File: src/rtl/gpio_pkg.sv
package gpio_pkg;
    localparam int ADDR_W = 4;

    localparam logic [ADDR_W-1:0] A_DATA = 4'd0;
    localparam logic [ADDR_W-1:0] A_SET  = 4'd1;
    localparam logic [ADDR_W-1:0] A_CLR  = 4'd2;
    localparam logic [ADDR_W-1:0] A_TGL  = 4'd3;
    localparam logic [ADDR_W-1:0] A_DRV  = 4'd4;
    localparam logic [ADDR_W-1:0] A_SNS  = 4'd5;
    localparam logic [ADDR_W-1:0] A_PUL  = 4'd6;
    localparam logic [ADDR_W-1:0] A_FSEL = 4'd7;
    localparam logic [ADDR_W-1:0] A_PIN  = 4'd8;
    localparam logic [ADDR_W-1:0] A_SYNC = 4'd9;

    typedef enum logic [1:0] {
        SRC_DATA = 2'd0,
        SRC_SYNC = 2'd1,
        SRC_IRQ0 = 2'd2,
        SRC_IRQ1 = 2'd3
    } pin_src_e;
endpackage

File: src/rtl/gpio_cfg_reg.sv
module gpio_cfg_reg
    import gpio_pkg::*;
#(
    parameter int W = 8,
    parameter logic [ADDR_W-1:0] ADDR = 4'd4,
    parameter logic [W-1:0] KEEP = '1
) (
    input  logic              clk,
    input  logic              rst_n,
    input  logic              h_we,
    input  logic [ADDR_W-1:0] h_addr,
    input  logic [W-1:0]      h_wdata,
    input  logic              s_we,
    input  logic [ADDR_W-1:0] s_addr,
    input  logic [W-1:0]      s_wdata,
    output logic [W-1:0]      q
);
    logic h_hit, s_hit;

    assign h_hit = h_we && (h_addr == ADDR);
    assign s_hit = s_we && (s_addr == ADDR);

    // host port wins a same-cycle collision
    always_ff @(posedge clk) begin
        if (!rst_n)
            q <= '0;
        else if (h_hit)
            q <= h_wdata & KEEP;
        else if (s_hit)
            q <= s_wdata & KEEP;
    end
endmodule

File: src/rtl/gpio_data_arb.sv
module gpio_data_arb
    import gpio_pkg::*;
#(
    parameter int N = 8
) (
    input  logic [N-1:0]      q,
    input  logic              h_we,
    input  logic [ADDR_W-1:0] h_addr,
    input  logic [N-1:0]      h_wdata,
    input  logic              s_we,
    input  logic [ADDR_W-1:0] s_addr,
    input  logic [N-1:0]      s_wdata,
    output logic [N-1:0]      nxt
);
    localparam int NP = 2;

    logic              we_a   [NP];
    logic [ADDR_W-1:0] addr_a [NP];
    logic [N-1:0]      wd_a   [NP];
    logic [NP-1:0]     dir_hit;
    logic [N-1:0]      clr_p [NP];
    logic [N-1:0]      set_p [NP];
    logic [N-1:0]      tgl_p [NP];

    assign we_a[0]   = h_we;
    assign addr_a[0] = h_addr;
    assign wd_a[0]   = h_wdata;
    assign we_a[1]   = s_we;
    assign addr_a[1] = s_addr;
    assign wd_a[1]   = s_wdata;

    for (genvar p = 0; p < NP; p++) begin : g_port
        assign dir_hit[p] = we_a[p] && (addr_a[p] == A_DATA);
        assign clr_p[p] = (we_a[p] && addr_a[p] == A_CLR) ? wd_a[p] : '0;
        assign set_p[p] = (we_a[p] && addr_a[p] == A_SET) ? wd_a[p] : '0;
        assign tgl_p[p] = (we_a[p] && addr_a[p] == A_TGL) ? wd_a[p] : '0;
    end

    logic [N-1:0] clr_m, set_m, tgl_m, dir_val;

    assign clr_m   = clr_p[0] | clr_p[1];
    assign set_m   = set_p[0] | set_p[1];
    assign tgl_m   = tgl_p[0] | tgl_p[1];
    assign dir_val = dir_hit[0] ? wd_a[0] : wd_a[1];

    // lowest priority applied first, each later stage overrides
    always_comb begin
        if (|dir_hit)
            nxt = dir_val;
        else
            nxt = ((q ^ tgl_m) | set_m) & ~clr_m;
    end
endmodule

File: src/rtl/gpio_in_sync.sv
module gpio_in_sync #(
    parameter int N = 8,
    parameter int STAGES = 2
) (
    input  logic         clk,
    input  logic         rst_n,
    input  logic [N-1:0] d,
    output logic [N-1:0] q
);
    logic [N-1:0] stg [STAGES];

    always_ff @(posedge clk) begin
        if (!rst_n) stg[0] <= '0;
        else        stg[0] <= d;
    end

    for (genvar k = 1; k < STAGES; k++) begin : g_stage
        always_ff @(posedge clk) begin
            if (!rst_n) stg[k] <= '0;
            else        stg[k] <= stg[k-1];
        end
    end

    assign q = stg[STAGES-1];
endmodule

File: src/rtl/gpio_pin_mux.sv
module gpio_pin_mux
    import gpio_pkg::*;
#(
    parameter int N = 8
) (
    input  logic [2*N-1:0] fsel,
    input  logic [N-1:0]   data,
    input  logic [N-1:0]   sync,
    input  logic [1:0]     irq,
    input  logic [N-1:0]   oe,
    output logic [N-1:0]   drive
);
    for (genvar i = 0; i < N; i++) begin : g_pin
        pin_src_e src;
        logic     val;

        assign src = pin_src_e'(fsel[2*i +: 2]);

        always_comb begin
            unique case (src)
                SRC_DATA: val = data[i];
                SRC_SYNC: val = sync[i];
                SRC_IRQ0: val = irq[0];
                SRC_IRQ1: val = irq[1];
                default:  val = 1'b0;
            endcase
        end

        assign drive[i] = oe[i] & val;
    end
endmodule

File: src/rtl/gpio_port.sv
module gpio_port
    import gpio_pkg::*;
#(
    parameter int N_PINS = 8,
    parameter int SYNC_STAGES = 2,
    parameter logic [N_PINS-1:0] NO_PULL = 8'h04
) (
    input  logic                clk,
    input  logic                rst_n,
    input  logic                host_we,
    input  logic [ADDR_W-1:0]   host_addr,
    input  logic [2*N_PINS-1:0] host_wdata,
    output logic [2*N_PINS-1:0] host_rdata,
    input  logic                seq_we,
    input  logic [ADDR_W-1:0]   seq_addr,
    input  logic [2*N_PINS-1:0] seq_wdata,
    input  logic [1:0]          irq_pending,
    input  logic [N_PINS-1:0]   pad_in,
    output logic [N_PINS-1:0]   pad_out,
    output logic [N_PINS-1:0]   pad_oe,
    output logic [N_PINS-1:0]   pad_pu
);
    localparam int N  = N_PINS;
    localparam int DW = 2 * N_PINS;
    localparam logic [N-1:0] PULL_KEEP = ~NO_PULL;

    logic [N-1:0]  out_q, out_nxt;
    logic [N-1:0]  drv_q, sns_q, pul_q, sync_q, pin_s;
    logic [DW-1:0] fsel_q;

    gpio_data_arb #(.N(N)) u_arb (
        .q       (out_q),
        .h_we    (host_we),
        .h_addr  (host_addr),
        .h_wdata (host_wdata[N-1:0]),
        .s_we    (seq_we),
        .s_addr  (seq_addr),
        .s_wdata (seq_wdata[N-1:0]),
        .nxt     (out_nxt)
    );

    always_ff @(posedge clk) begin
        if (!rst_n) out_q <= '0;
        else        out_q <= out_nxt;
    end

    gpio_cfg_reg #(.W(N), .ADDR(A_DRV), .KEEP('1)) u_drv (
        .clk(clk), .rst_n(rst_n),
        .h_we(host_we), .h_addr(host_addr), .h_wdata(host_wdata[N-1:0]),
        .s_we(seq_we), .s_addr(seq_addr), .s_wdata(seq_wdata[N-1:0]),
        .q(drv_q)
    );

    gpio_cfg_reg #(.W(N), .ADDR(A_SNS), .KEEP('1)) u_sns (
        .clk(clk), .rst_n(rst_n),
        .h_we(host_we), .h_addr(host_addr), .h_wdata(host_wdata[N-1:0]),
        .s_we(seq_we), .s_addr(seq_addr), .s_wdata(seq_wdata[N-1:0]),
        .q(sns_q)
    );

    gpio_cfg_reg #(.W(N), .ADDR(A_PUL), .KEEP(PULL_KEEP)) u_pul (
        .clk(clk), .rst_n(rst_n),
        .h_we(host_we), .h_addr(host_addr), .h_wdata(host_wdata[N-1:0]),
        .s_we(seq_we), .s_addr(seq_addr), .s_wdata(seq_wdata[N-1:0]),
        .q(pul_q)
    );

    gpio_cfg_reg #(.W(N), .ADDR(A_SYNC), .KEEP('1)) u_sync (
        .clk(clk), .rst_n(rst_n),
        .h_we(host_we), .h_addr(host_addr), .h_wdata(host_wdata[N-1:0]),
        .s_we(seq_we), .s_addr(seq_addr), .s_wdata(seq_wdata[N-1:0]),
        .q(sync_q)
    );

    gpio_cfg_reg #(.W(DW), .ADDR(A_FSEL), .KEEP('1)) u_fsel (
        .clk(clk), .rst_n(rst_n),
        .h_we(host_we), .h_addr(host_addr), .h_wdata(host_wdata),
        .s_we(seq_we), .s_addr(seq_addr), .s_wdata(seq_wdata),
        .q(fsel_q)
    );

    gpio_in_sync #(.N(N), .STAGES(SYNC_STAGES)) u_insync (
        .clk(clk), .rst_n(rst_n), .d(pad_in), .q(pin_s)
    );

    gpio_pin_mux #(.N(N)) u_mux (
        .fsel  (fsel_q),
        .data  (out_q),
        .sync  (sync_q),
        .irq   (irq_pending),
        .oe    (drv_q),
        .drive (pad_out)
    );

    assign pad_oe = drv_q;
    assign pad_pu = pul_q;

    localparam logic [DW-N-1:0] ZPAD = '0;

    always_comb begin
        unique case (host_addr)
            A_DATA, A_SET, A_CLR, A_TGL: host_rdata = {ZPAD, out_q};
            A_DRV:  host_rdata = {ZPAD, drv_q};
            A_SNS:  host_rdata = {ZPAD, sns_q};
            A_PUL:  host_rdata = {ZPAD, pul_q};
            A_FSEL: host_rdata = fsel_q;
            A_PIN:  host_rdata = {ZPAD, pin_s & sns_q};
            A_SYNC: host_rdata = {ZPAD, sync_q};
            default: host_rdata = '0;
        endcase
    end
endmodule

File: config.mk
export PLATFORM = sky130hd
export DESIGN_NAME = gpio_port
export DESIGN_NICKNAME = d
export VERILOG_FILES = /design/src/rtl/gpio_pkg.sv /design/src/rtl/gpio_cfg_reg.sv /design/src/rtl/gpio_data_arb.sv /design/src/rtl/gpio_in_sync.sv /design/src/rtl/gpio_pin_mux.sv /design/src/rtl/gpio_port.sv
export SDC_FILE = /design/constraint.sdc
export NUM_CORES = 1
export LEC_CHECK = 0
export BUFFER_PORTS_ARGS = -buffer_cell sky130_fd_sc_hd__buf_2
export CAP_MARGIN = 20
export CORE_MARGIN = 2
export CORE_UTILIZATION = 50
export CTS_CLUSTER_DIAMETER = 80
export DETAILED_ROUTE_END_ITERATION = 10
export HOLD_SLACK_MARGIN = 0.03
export PLACE_DENSITY = 0.77
export RECOVER_POWER = 100
export SLEW_MARGIN = 5
export SYNTH_ARGS = -nofsm -noshare
export SYNTH_HDL_FRONTEND = slang
export SYNTH_SLANG_ARGS = --single-unit
File: constraint.sdc
create_clock -name clk -period 1.25 [get_ports clk]
set_input_delay 0 -clock clk [delete_from_list [all_inputs] [get_ports clk]]
set_output_delay 0 -clock clk [all_outputs]
set_load 0.03 [all_outputs]
==> results.py, run 1 <==
metrics = {
    "run_status": {
        "outcome": "complete, but fails checks",
        "violations": "setup timing",
    },
    "logic_synthesis": {
        "synth_top_cell_area_share": 0.3269,
        "synthCells": 509,
        "synth_seq_area_share": 0.3269,
        "async_reset_ff_frac": 0,
        "synth_top_area_cell": "dfxtp_1",
        "synth_xor_area_frac": 0,
        "synthMuxAreaShare": 0.1496,
        "synthTopCellsByCount": "dfxtp_1 (71), nor2_1 (57), mux2i_1 (47)",
        "synth_top_family_by_area": "simple AND/OR/NAND/NOR gates",
        "syn-num-nets": 563,
        "synth_most_common_cell": "dfxtp_1",
        "netlist_area_mm2": 0.004348,
        "ys_warn_count": 0,
        "synthAdderAreaFrac": 0,
        "synth_edf_count": 0,
        "synth_area_leaders": "dfxtp_1 (33%), mux2i_1 (11%), a211oi_1 (5.2%), nor2_1 (4.9%), and2_1 (4.7%)",
        "synth_cell_types": 44,
        "yosys.area_share.simple": 0.2492,
        "synth-compound-area-share": 0.2063,
        "synth_area_per_cell_um2": 8.542,
        "ys.flop_type": "dfxtp_1",
        "ys_seq_elements": 71,
    },
    "finish": {
        "final_layout_size_suffix_gt1_frac": 0.3478,
        "nets": 719,
        "area_delta_synth_final_pct": 39.48,
        "n_antenna_cell": 0,
    },
    "placement": {
        "hpwl_um": 10820,
        "routabilityCongestion": 0.9600,
        "portBuffers": 92,
    },
    "floorplan": {
        "ioPinCount": 94,
        "rows": 34,
        "die_w_um": 97.25,
        "die_area_mm2": 0.009458,
        "dieHeight_um": 97.25,
        "start_util": 0.5060,
        "core_region_area_mm2": 0.008593,
    },
    "timing": {
        "fmax_mhz": 629.9,
        "final.min_clock_period_ns": 1.588,
        "finClkSkew_ns": 0.004622,
        "final.setup.worst_slack_ns": -0.3377,
        "fin_hold_ws_ns": 0.03742,
        "final_max_slew_viol_count": 0,
        "grt_setup_unrepaired": "yes",
        "setup_violations": 21,
        "fin_setup_tns_ns": -4.262,
        "hold_viol_final": 0,
        "period_share": 1.270,
    },
    "cts": {
        "path_clk_slew_ns": 0.09,
        "clk_latency_ns": 0.35,
        "h-tree-depth": 3,
        "cts-buffers-inserted": 9,
        "clock_sinks": 71,
        "root_buffer": "clkbuf_8",
        "clockBufferDepth": 2,
        "cts_tree": "yes",
    },
    "pwr": {
        "power_mw": 5.222,
        "vdd_drop_max_mv": 0.6931,
        "power.density_mw_per_mm2": 861.0,
        "power.leakage_nw": 2.426,
    },
    "grt": {
        "grt_pass1_wl_um": 26460,
        "grt_max_degree": 48,
        "overflow": 0,
        "first_global_vias": 4874,
        "track_usage": 0.3525,
        "antenna_found_initial": 0,
    },
    "worst_setup_path": {
        "crit_family": "flip-flops",
        "critPathLaunchType": "register",
        "timing.rr.start": "out_q[2]$_SDFF_PN0_",
        "critical_path.max_fanout": 2,
        "cp_num_buf_inv": 2,
        "critPathRequiredTime_ns": 1.25,
        "r2r-end": "out_q[2]$_SDFF_PN0_",
        "slowest_stage": "dfxtp_2",
        "crit_path_end_kind": "output pin",
        "critPathMaxStageDelay_ns": 0.34,
        "worstSetupPathType": "register to output pin",
        "cp.arrival_ns": 1.59,
        "rr_worst_depth": 6,
        "r2r_slack_ns": 0.11,
        "cp_cell_sequence": "mux2i_1, nor2_1, a221oi_2, buf_4, o311ai_4, buf_6",
    },
    "route": {
        "dr.pass1.iters": 5,
        "via_per_inst": 6.500,
        "avgRoutedWirePerCell_um": 21.93,
        "drtIter0Drc": 436,
        "ant_nets": 0,
        "drcViolationCount": 0,
        "routed_wirelength_um": 17060,
        "num_vias": 5057,
    },
    "min_path": {
        "whs_path_depth": 3,
        "hold_path_class": "input pin to register",
        "hp-start": "seq_wdata[15]",
        "min_to": "u_fsel.q[15]$_SDFFE_PN0P_",
    },
    "job": {
        "cap_violations": 0,
    },
}
[per-layer routing]
| layer | vias up | global-route usage | part of all wire |
|---|---|---|---|
| met1 | 2414 | 0.4451 | 0.39 |
| met4 | 0 | 0.1645 | 0.048 |
| met5 | - | 0 | 0 |
| met2 | 376 | 0.5817 | 0.47 |
| li1 | 2181 | - | - |
| met3 | 86 | 0.06906 | 0.095 |
[stage by stage]
| step | util | area [µm²] | setup slack (ns) | std cells |
|---|---|---|---|---|
| floorplan | - | 4403 | 0.01604 | 509 |
| global placement | 0.6293 | 5408 | -0.2603 | 728 |
| detailed placement | 0.6293 | 5408 | -0.2929 | 728 |
| CTS | 0.7119 | 6117 | -0.3111 | 777 |
| global route | 0.7057 | 6065 | -0.3714 | 778 |
| finish | 0.7057 | 6065 | -0.3377 | 778 |
[report_power, final]
group          internal, mW  total (mW)  leakage (nW)  switching, mW
Sequential             2.35        2.42         0.588         0.0743
Combinational         0.458        1.04          1.75          0.584
Clock                 0.742        1.76        0.0866           1.01
[worst min-delay path, cell delays in order]
cell and delay [ns]:
buf_2 0.10, mux2i_1 0.17, a211oi_2 0.09
[how the worst max path moves through the flow]
stage,from,endpoint,depth (start not counted)
2_1_floorplan,host_addr[2],out_q[5]$_SDFF_PN0_,6
5_1_grt,u_pul.q[4]$_SDFFE_PN0P_,host_rdata[4],6
3_5_place_dp,host_addr[1],out_q[3]$_SDFF_PN0_,7
3_3_place_gp,host_addr[1],out_q[3]$_SDFF_PN0_,7
4_1_cts,u_pul.q[6]$_SDFFE_PN0P_,host_rdata[6],6
6_report,u_pul.q[6]$_SDFFE_PN0P_,host_rdata[6],6
[cells by family after synthesis]
| kind of cell | Yosys count |
|---|---|
| buffers and inverters | 65 |
| other | 1 |
| muxes | 55 |
| AOI/OAI and AO/OA | 113 |
| and+or+nand+nor | 204 |
| DFF | 71 |
[flip-flops by register name, summed over array words and instances, names as in the netlist]
signal        flops
u_insync.stg     16
u_sync.q          8
u_drv.q           8
u_sns.q           8
out_q             8
u_pul.q           7
u_fsel.q         16
[cell type report]
cell class,instances,area (µm²)
clock buffers,9,123.9
clock inverters,7,55.05
fillers,630,2529
inverters,9,33.78
multi-input cells,373,2793
flip-flops and latches,71,1446
well taps,108,135.1
repair buffers,201,1478
[timing repair]
item / 4_1_cts / 5_1_grt
hold endpoints to repair: 27 / 0
endpoints found under the setup margin: 24 / 25
resized for setup: 66 / 12
hold buffers: 30 / 0
pin swaps: 18 / 8
buffers inserted: 3 / 1
[cells in the final DEF, fill, tap and decap left out, types with 4 or more instances in the layout]
cell type / count
and2_4: 8
a211oi_2: 7
nand3_1: 23
mux2i_1: 47
o311ai_0: 5
and2_0: 9
a21oi_1: 24
nand2_1: 36
nor2_1: 57
buf_2: 58
dfxtp_1: 53
dlygate4sd3_1: 30
buf_4: 63
a311oi_1: 7
clkbuf_1: 18
dfxtp_2: 17
a32oi_1: 16
and3_1: 8
buf_12: 5
a221oi_2: 7
nand2b_1: 18
clkbuf_2: 9
clkbuf_8: 10
and2_1: 16
inv_1: 8
o311ai_2: 4
mux4_2: 8
buf_6: 16
or3_1: 9
a211oi_1: 33
No activity file was read; power rests on OpenSTA's default activity.
==> run 2: changes to the inputs <==
CORE_UTILIZATION = 55   (was 50)
PLACE_DENSITY = 0.81   (was 0.77)
clock period = 1.6 ns   (was 1.25 ns; I/O delays follow)
==> results.py, run 2 (same netlist as run 1, synthesis figures left out) <==
metrics = {
    "cts": {
        "root_buffer": "clkbuf_8",
        "cts-buffers-inserted": 9,
        "clock_sinks": 71,
        "path_clk_slew_ns": 0.08,
        "cts_tree": "yes",
        "h-tree-depth": 3,
        "clk_latency_ns": 0.36,
        "clockBufferDepth": 2,
    },
    "route": {
        "dr.pass1.iters": 5,
        "drtIter0Drc": 420,
        "routed_wirelength_um": 15140,
        "drcViolationCount": 0,
        "via_per_inst": 6.427,
        "num_vias": 4698,
        "avgRoutedWirePerCell_um": 20.71,
        "ant_nets": 0,
    },
    "timing": {
        "grt_setup_unrepaired": "yes",
        "fin_hold_ws_ns": 0.04860,
        "fmax_mhz": 627.1,
        "final.setup.worst_slack_ns": 0.005272,
        "finClkSkew_ns": 0.01380,
        "hold_viol_final": 0,
        "setup_violations": 0,
        "relSlewSlack": 0.6201,
        "fin_setup_tns_ns": 0,
        "final.min_clock_period_ns": 1.595,
        "period_share": 0.9967,
        "final_max_slew_viol_count": 0,
        "worst_pin_slew_ns": 0.5698,
    },
    "worst_setup_path": {
        "critPathMaxStageDelay_ns": 0.35,
        "worstSetupPathType": "register to output pin",
        "cp_cell_sequence": "mux2i_2, nor2_1, a221oi_2, o311ai_1, buf_4",
        "cp.arrival_ns": 1.59,
        "cp_num_buf_inv": 1,
        "crit_family": "flip-flops",
        "r2r_slack_ns": 0.16,
        "critical_path.max_fanout": 4,
        "slowest_stage": "dfxtp_1",
        "critPathLaunchType": "register",
        "crit_path_end_kind": "output pin",
        "timing.rr.start": "u_fsel.q[13]$_SDFFE_PN0P_",
        "critPathRequiredTime_ns": 1.60,
        "cp-startpoint": "u_drv.q[6]$_SDFFE_PN0P_",
    },
    "floorplan": {
        "rows": 32,
        "die_area_mm2": 0.008632,
        "start_util": 0.5656,
        "die_w_um": 92.91,
        "core_region_area_mm2": 0.007687,
        "dieHeight_um": 92.91,
        "ioPinCount": 94,
    },
    "grt": {
        "overflow": 0,
        "grt_max_degree": 48,
        "grt_pass1_wl_um": 23160,
        "first_global_vias": 4353,
        "antenna_found_initial": 0,
        "track_usage": 0.3454,
    },
    "finish": {
        "top_regs": "u_fsel.q: 16 flops, u_insync.stg: 16 flops",
        "nFillCells": 597,
        "design_area_mm2": 0.005574,
        "area_delta_synth_final_pct": 28.20,
        "final_cell_mix": "dfxtp_1 (62), nor2_1 (57), buf_2 (52)",
        "nets": 678,
        "n_antenna_cell": 0,
        "final_layout_size_suffix_gt1_frac": 0.2385,
        "final_common_cell": "dfxtp_1",
    },
    "job": {
        "cap_violations": 0,
    },
    "pwr": {
        "power_mw": 3.979,
        "vdd_drop_max_mv": 0.4881,
        "power.density_mw_per_mm2": 713.9,
        "power.leakage_nw": 2.100,
    },
    "placement": {
        "placed_cell_area_mm2": 0.004945,
        "hpwl_um": 9605,
        "routabilityCongestion": 1.007,
        "place_ws_ns": 0.1570,
        "portBuffers": 92,
    },
    "run_status": {
        "outcome": "finished clean",
    },
    "min_path": {
        "hold_path_class": "input pin to register",
        "hp-start": "host_wdata[0]",
    },
}
run 2: changes by cell type in the layout (fill, tap and decap cells not counted), sizes merged:
cell         delta
buf            -56
clkbuf          +8
clkinv          +1
clkinvlp        -1
dlygate4sd3     +8
inv             -1
run 2: timing repair:
item / in CTS / in global routing
endpoints found under the hold margin: 40 / 0
hold buffers: 38 / 0
resized for setup: 9 / 34
buffers inserted: 0 / 2
pin swaps: 0 / 5
setup endpoints to repair: 8 / 13
run 2: layer usage:
layer	GRT usage	part of all wire	vias up	routed length, µm
met5	0	0	-	0
met4	0.1654	0.041	0	621
met3	0.06021	0.096	69	1451
met2	0.5489	0.47	305	7089
met1	0.4546	0.39	2227	5978
li1	-	-	2097	-
run 2: per-stage QoR:
stage / util / std cells
finish: 0.7251 / 731
detailed placement: 0.6432 / 675
floorplan: - / 509
global placement: 0.6432 / 675
global route: 0.7251 / 731
CTS: 0.7192 / 729
run 2: report_power, final:
group          internal, mW  switching, mW  total [mW]  leakage [nW]
clock network         0.624          0.760        1.38        0.0935
registers              1.83         0.0660        1.90         0.583
logic                 0.294          0.402       0.696          1.42
run 2: layout make-up:
class / count / area (µm²) / area share
Inverter: 9 / 33.78 / 0.006061
Clock inverter: 6 / 51.30 / 0.009203
Sequential cell: 71 / 1435 / 0.2575
Multi-Input combinational cell: 373 / 2690 / 0.4826
Tap cell: 102 / 127.6 / 0.02290
Timing Repair Buffer: 160 / 1099 / 0.1971
Clock buffer: 10 / 137.6 / 0.02469
run 2: worst min-delay path, stage by stage:
cell and delay, ns:
buf_2 0.18, nor2_1 0.12, a211oi_1 0.05
run 2: worst paths after layout:
path                                   endpoint  cells past startpoint
setup / recovery                  host_rdata[6]                      5
hold / removal          u_drv.q[0]$_SDFFE_PN0P_                      3
setup reg to reg      u_fsel.q[13]$_SDFFE_PN0P_                      3
hold reg to reg   u_insync.stg[1][5]$_SDFF_PN0_                      1
==> run 3: changes to the inputs <==
CORE_UTILIZATION = 39   (was 55)
PLACE_DENSITY = not set   (was 0.81)
==> results.py, run 3 (same netlist as run 1, synthesis figures left out) <==
metrics = {
    "timing": {
        "setup_violations": 0,
        "fmax_mhz": 636.5,
        "final_max_slew_viol_count": 0,
        "fin_hold_ws_ns": 0.008789,
        "grt_setup_unrepaired": "yes",
        "hold_viol_final": 0,
        "final.min_clock_period_ns": 1.571,
        "fin_setup_tns_ns": 0,
        "relSlewSlack": 0.4994,
        "finClkSkew_ns": 0.002656,
        "period_share": 0.9819,
        "worst_pin_slew_ns": 0.7510,
    },
    "worst_setup_path": {
        "critical_path.max_fanout": 3,
        "critPathLaunchType": "register",
        "critPathRequiredTime_ns": 1.60,
        "rr_worst_depth": 3,
        "crit_path_end_kind": "output pin",
        "cp.arrival_ns": 1.57,
        "worstSetupPathType": "register to output pin",
    },
    "pwr": {
        "pwr-share-seq": 0.466,
        "power.share.clock": 0.367,
        "p_int_mw": 2.886,
        "swShare": 0.2919,
        "p_comb_frac": 0.167,
        "vdd_drop_max_mv": 0.3354,
        "switching_power_mw": 1.190,
        "power.density_mw_per_mm2": 724.3,
        "power.leakage_nw": 2.105,
    },
    "floorplan": {
        "dieHeight_um": 109.6,
        "core_region_area_mm2": 0.01084,
        "die_area_mm2": 0.01201,
        "start_util": 0.4011,
        "ioPinCount": 94,
        "rows": 38,
        "die_w_um": 109.6,
    },
    "cts": {
        "post-cts-setup-buffers": 0,
        "cts-buffers-inserted": 9,
        "root_buffer": "clkbuf_8",
        "clockBufferDepth": 2,
        "h-tree-depth": 3,
        "clock_sinks": 71,
        "path_clk_slew_ns": 0.09,
        "clk_latency_ns": 0.35,
        "cts_tree": "yes",
    },
    "finish": {
        "multiInputGateArea_mm2": 0.002668,
        "ff_latch_area_mm2": 0.001443,
        "final_common_cell": "nor2_1",
        "nFillCells": 1035,
        "area_delta_synth_final_pct": 29.41,
        "design_area_mm2": 0.005627,
        "final_cell_mix": "nor2_1 (57), dfxtp_1 (56), buf_2 (52)",
        "nets": 679,
        "n_antenna_cell": 0,
        "top_regs": "u_fsel.q: 16 flops, u_insync.stg: 16 flops",
        "final_layout_size_suffix_gt1_frac": 0.2429,
    },
    "route": {
        "drcViolationCount": 0,
        "avgRoutedWirePerCell_um": 19.20,
        "ant_nets": 0,
        "num_vias": 4413,
        "drtIter0Drc": 342,
        "dr.pass1.iters": 5,
        "via_per_inst": 5.731,
        "routed_wirelength_um": 14780,
    },
    "grt": {
        "grt_max_degree": 48,
        "first_global_vias": 4217,
        "antenna_found_initial": 0,
        "overflow": 0,
        "grt_pass1_wl_um": 23210,
        "track_usage": 0.2552,
    },
    "run_status": {
        "outcome": "finished clean",
    },
    "placement": {
        "hpwl_um": 10400,
        "routabilityCongestion": 0.9749,
        "portBuffers": 92,
        "placed_cell_area_mm2": 0.005030,
    },
    "min_path": {
        "whs_path_depth": 3,
        "hold_path_class": "input pin to register",
    },
    "job": {
        "cap_violations": 0,
    },
}
==> run 3: final timing paths <==
| path | from | to | slack (ns) |
|---|---|---|---|
| worst min-delay path | seq_wdata[15] | u_fsel.q[15]$_SDFFE_PN0P_ | 0.009 |
| worst max register to register | u_fsel.q[9]$_SDFFE_PN0P_ | u_fsel.q[9]$_SDFFE_PN0P_ | 0.29 |
| worst min register to register | u_insync.stg[0][1]$_SDFF_PN0_ | u_insync.stg[1][1]$_SDFF_PN0_ | 0.44 |
| worst max-delay path | u_pul.q[3]$_SDFFE_PN0P_ | host_rdata[3] | 0.03 |
==> run 3: cell type report <==
| class | instances | area share |
|---|---|---|
| Timing Repair Buffer | 161 | 0.1972 |
| Sequential cell | 71 | 0.2564 |
| Inverter | 9 | 0.006004 |
| Tap cell | 140 | 0.03113 |
| Clock buffer | 10 | 0.02446 |
| Clock inverter | 6 | 0.01067 |
| Multi-Input combinational cell | 373 | 0.4741 |
==> run 3: repair_timing <==
| item | CTS | global route |
|---|---|---|
| hold buffers | 36 | 0 |
| setup endpoints to repair | 10 | 15 |
| pin swaps | 0 | 4 |
| hold endpoints to repair | 42 | 0 |
| gates resized for setup | 12 | 32 |
==> run 3: critical path, cell delays in order, from the launching register on <==
cell and delay [ns]:
dfxtp_1 0.36, mux2i_1 0.16, nor2_1 0.07, a221oi_2 0.25, o311ai_1 0.17, buf_4 0.20
==> run 3: per-layer routing <==
| metal | global-route usage | part of all wire | vias up |
|---|---|---|---|
| met5 | 0 | 0 | - |
| met4 | 0.08137 | 0.021 | 0 |
| met3 | 0.04624 | 0.074 | 28 |
| met2 | 0.4078 | 0.47 | 163 |
| met1 | 0.3481 | 0.43 | 2124 |
| li1 | - | - | 2098 |
==> run 3: power groups by stage <==
| stage | Clock (mW) | Combinational [mW] | Sequential [mW] |
|---|---|---|---|
| CTS | 1.52 | 0.683 | 1.90 |
| finish | 1.50 | 0.682 | 1.90 |
| detailed placement | 0 | 0.614 | 1.93 |
| floorplan | 0 | 0.364 | 1.93 |
| global route | 1.59 | 0.740 | 1.90 |
| global placement | 0 | 0.606 | 1.93 |
==> run 3: metrics by stage <==
| stage | power [mW] | setup WS [ns] | util | instances |
|---|---|---|---|---|
| 2_1_floorplan | 2.296 | 0.1203 | - | 509 |
| 3_5_place_dp | 2.549 | 0.1500 | 0.4640 | 718 |
| 5_1_grt | 4.231 | -0.06028 | 0.5190 | 770 |
| 6_report | 4.075 | 0.02898 | 0.5190 | 770 |
| 4_1_cts | 4.101 | 0.001295 | 0.5189 | 770 |
| 3_3_place_gp | 2.541 | 0.1812 | 0.4640 | 718 |
